$ cat config.mk
export PLATFORM = sky130hd
export DESIGN_NAME = clk_bank_divider
export DESIGN_NICKNAME = d
export VERILOG_FILES = /design/src/rtl/clk_bank_divider.sv
export SDC_FILE = /design/constraint.sdc
export NUM_CORES = 1
export LEC_CHECK = 0
export BUFFER_PORTS_ARGS = -buffer_cell sky130_fd_sc_hd__buf_4
export CAP_MARGIN = 20
export CORE_AREA = 2 2 39 41
export CTS_BUF_LIST = sky130_fd_sc_hd__clkbuf_2
export DETAILED_ROUTE_END_ITERATION = 12
export DIE_AREA = 0 0 41 43
export HOLD_SLACK_MARGIN = 0.08
export SLEW_MARGIN = 25
export SYNTH_ARGS = -nofsm -noshare
export SYNTH_HDL_FRONTEND = slang
export SYNTH_SLANG_ARGS = --single-unit
$ cat constraint.sdc
create_clock -name clk_src -period 2.15 [get_ports clk_src]
set_input_delay 0.215 -clock clk_src [delete_from_list [all_inputs] [get_ports clk_src]]
set_output_delay 0.215 -clock clk_src [all_outputs]
set_load 0.02 [all_outputs]
$ cat src/rtl/clk_bank_divider.sv
module clk_bank_divider #(
  parameter int LANES = 3
) (
  input  logic                 clk_src,
  input  logic                 rst,
  input  logic                 oe_n,
  input  logic                 bypass,
  input  logic                 clr_in,
  input  logic [1:0]           sel,
  output logic [4*LANES-1:0]   y
);
  localparam int NBANK = 4;

  logic half_q;
  logic quarter_q;
  logic clr_q;
  logic clr_fall;

  assign clr_fall = clr_q & ~clr_in;

  always_ff @(posedge clk_src) clr_q <= clr_in;

  always_ff @(posedge clk_src) begin
    if (rst) begin
      half_q    <= 1'b0;
      quarter_q <= 1'b0;
    end else begin
      half_q <= ~half_q;
      if (clr_fall)
        quarter_q <= 1'b0;
      else if (!half_q)
        quarter_q <= ~quarter_q;
    end
  end

  for (genvar b = 0; b < NBANK; b++) begin : g_bank
    logic src;
    if (b == NBANK - 1) begin : g_fixed
      assign src = half_q;
    end else begin : g_sel
      assign src = (sel >= 2'(b + 1)) ? quarter_q : half_q;
    end
    assign y[b*LANES +: LANES] = {LANES{~oe_n & (bypass ? clk_src : src)}};
  end
endmodule

# Yosys cells after proc, flatten, opt, wreduce, memory -nomap -nowiden
# Index checks and enable logic that the tools add are counted.
[classes]
magnitude_cmp = 3
n_mux = 7
n_bitwise = 9
n_reduce_logical = 1
[op_table]
columns = ["cell", "n"]
rows = [
  ["1-bit 2-to-1 mux", 7],
  ["1-bit AND", 5],
  ["2-bit greater-or-equal comparator, second input constant", 2],
  ["1-bit NOT", 4],
  ["2-bit by 1-bit greater-or-equal comparator with 1-bit output, second input constant", 1],
  ["2-bit OR reduction", 1],
]
[word_totals]
reg_bits = 3
input_bits = 7
output_inout_bits = 12
wordCells = 23

# Depth between registers and ports, before layout
[depth]
word_depth = 4
mapped_depth = 4
depth_no_buf = 3

==> summary.md <==
| Metric | Value |
|---|---|
| Status | `completed` |
| Top-count cell post-synth | `buf_4` |
| Drt pass-1 iters | `5` |
| Core Footprint | `1384 sq um` |
| PD cells | `987.0 nW/um^2` |
| Max_slew headroom | `0.6921` |
| Layout Skew | `108.4 ps` |
| P_sw | `0.0002047 W` |
| Seq. cell area | `60.06 sq um` |
| GRT overflow | `0` |
| Placed insts | `54` |
| Setup Total Neg Slack | `0 ps` |
| Final setup vio count | `0` |
| Crit Path Max Fanout | `2` |
| Combinational power share | `0.050` |
| Total leakage power | `0.3024 nW` |
| Largest net degree at the start of global routing | `6` |
| Routed via count | `317` |
| Initial antenna violation count | `0` |
| TritonCTS clock tree | `built` |
| Critical Path Start Type | `clock port` |
| Switching share of power | `0.3589` |
| Final hold vios | `0` |
| Synth Instances | `28` |
| Clock-pin slew on the worst setup and hold paths | `60 ps` |
| CP arrival | `1830 ps` |
| Via-to-Cell Ratio | `4.064` |
| Die X | `41 um` |
| Synth Flop Type | `dfxtp_1` |
| Yosys top cell by area | `dfxtp_1` |
| WHS | `452.0 ps` |
| Die ar. | `1763 sq um` |
| Die H | `43 um` |
| Mapped cell area | `215.2 sq um` |
| R2r startpoint | `quarter_q` |
| Worst-Skew Late Latency | `290 ps` |
| RSZ-0062 raised after global routing | `no` |
| Inserted Diodes | `0` |
| Fillers | `137` |
| Yosys synthesis warning count | `0` |
| Iter 0 DRT Violations | `4` |
| Slew @ Worst Pin | `460.1 ps` |
| Multi-input gate area | `118.9 sq um` |
| Cell-internal power | `0.0003658 W` |
| Post-synth top cells | `buf_4, nor2_1, a211oi_1, dfxtp_1, nor3_1` |
| Sequential power share | `0.112` |
| Worst Hold Class | `reg2reg` |
| Max_cap viols | `0` |
| Req. time, crit path | `1930 ps` |
| VDD IR max | `0.0003502 V` |
| Synthesized area per cell | `7.686 sq um` |
| Routed len/inst | `9.705 um` |
| Synth cell types | `11` |
| Starting Density | `0.1555` |
| Ports | `19` |
| Hold path startpoint | `g_bank[3].src` |
| Syn_nets | `35` |
| Fin cells | `78` |
| Synth async-reset ratio | `0` |
| Post-synth EDFFs | `0` |
| Clock Power Share | `0.837` |
| Drt total wl | `757 um` |
| Vias in the first global route | `434` |
| Ratio of cells with drive above 1 in the final layout | `0.7097` |
| Synthesis-to-finish area growth | `168.6%` |
| FP Rows | `14` |
| Final Power | `0.0005705 W` |
| First-pass GRT wire length | `1145 um` |
| #FFs+latches synth | `3` |
| Fin nets | `65` |
| Fin. max-slew vios | `0` |
| Crit Path Category | `clk2out` |
| Drt drc | `0` |
| Ranking of synthesized cells by area | `dfxtp_1, buf_4, a211oi_1` |
| Yosys top cell area share | `0.2791` |
| Placer Congestion | `0.6912` |
| Crit path launch | `clk_src` |
| Gr usage total | `0.1155` |
| Port bufs | `18` |
| Worst setup EP type | `primary output` |
| Post-route ant nets | `0` |
| Seq/Total Area, Yosys | `0.2791` |
-- per-stage QoR --
step                setup WS (ps)  area (sq um)    util
finish                      107.0         578.1  0.4177
global route                23.68         578.1  0.4177
CTS                         69.37         568.0  0.4105
detailed placement          443.4         310.3  0.2242
global placement            444.6         310.3  0.2242
floorplan                   336.7         215.2       -
-- sequential cells by signal (all words and copies together) (netlist names) --
signal,count
quarter_q,1
g_bank.src,1
clr_q,1
-- cell type report --
type	count	share of cell area
clock buffers	30	0.4156
clock inverters	5	0.1277
multi-input cells	16	0.2056
flip-flops and latches	3	0.1039
well taps	16	0.03463
repair buffers	8	0.1126
-- timing repair --
action | 4_1_cts | 5_1_grt
resized for setup | 17 | 0
hold buffers | 1 | 1
setup endpoints to repair | 12 | 0
hold endpoints to repair | 1 | 1
buffers inserted | 4 | 0
-- worst paths after layout --
check	slack [ps]	cells past startpoint	endpoint
setup / recovery	110	7	y[6]
hold / removal	450	2	quarter_q
setup reg to reg	1440	2	quarter_q
hold reg to reg	450	2	quarter_q
-- per-layer routing --
metal / wire (um) / vias to the layer above / global-route usage / share of wire
li1: - / 146 / - / -
met1: 270 / 143 / 0.06431 / 0.36
met2: 354 / 22 / 0.08438 / 0.47
met3: 87 / 6 / 0.1466 / 0.11
met4: 44 / 0 / 0.2667 / 0.058
met5: 0 / - / 0 / 0
-- power groups by stage --
stage / clock network (W) / registers (W) / logic [W]
floorplan: 0.000155 / 0.0000642 / 0.00000932
global placement: 0.000181 / 0.0000650 / 0.0000210
detailed placement: 0.000181 / 0.0000651 / 0.0000214
CTS: 0.000489 / 0.0000640 / 0.0000274
global route: 0.000509 / 0.0000649 / 0.0000319
finish: 0.000478 / 0.0000641 / 0.0000288
-- logic make-up (layout without fill, tap and decap cells) --
group	count (synthesis)	count (layout)	share of synthesized area
AOI/OAI and AO/OA	4	4	0.1395
xor gates and xnor gates	1	1	0.04071
buffers and inverters	9	43	0.2965
DFF	3	3	0.2791
and+or+nand+nor	11	11	0.2441
-- worst max-delay path, stage by stage --
cell	delay [ps]
clkbuf_2	90
inv_1	40
a21o_1	140
clkbuf_8	150
a211oi_4	40
clkbuf_2	150
buf_6	130
-- cell usage in the layout (no fill, tap or decap), drive strengths merged, types with 2 or more instances in the layout --
cell type,n
clkbuf,14
dlygate4sd3,2
nor2b,2
dfxtp,3
nor2,5
a211oi,3
bufinv,4
nor3,3
buf,22
No activity file was read; power rests on OpenSTA's default activity.
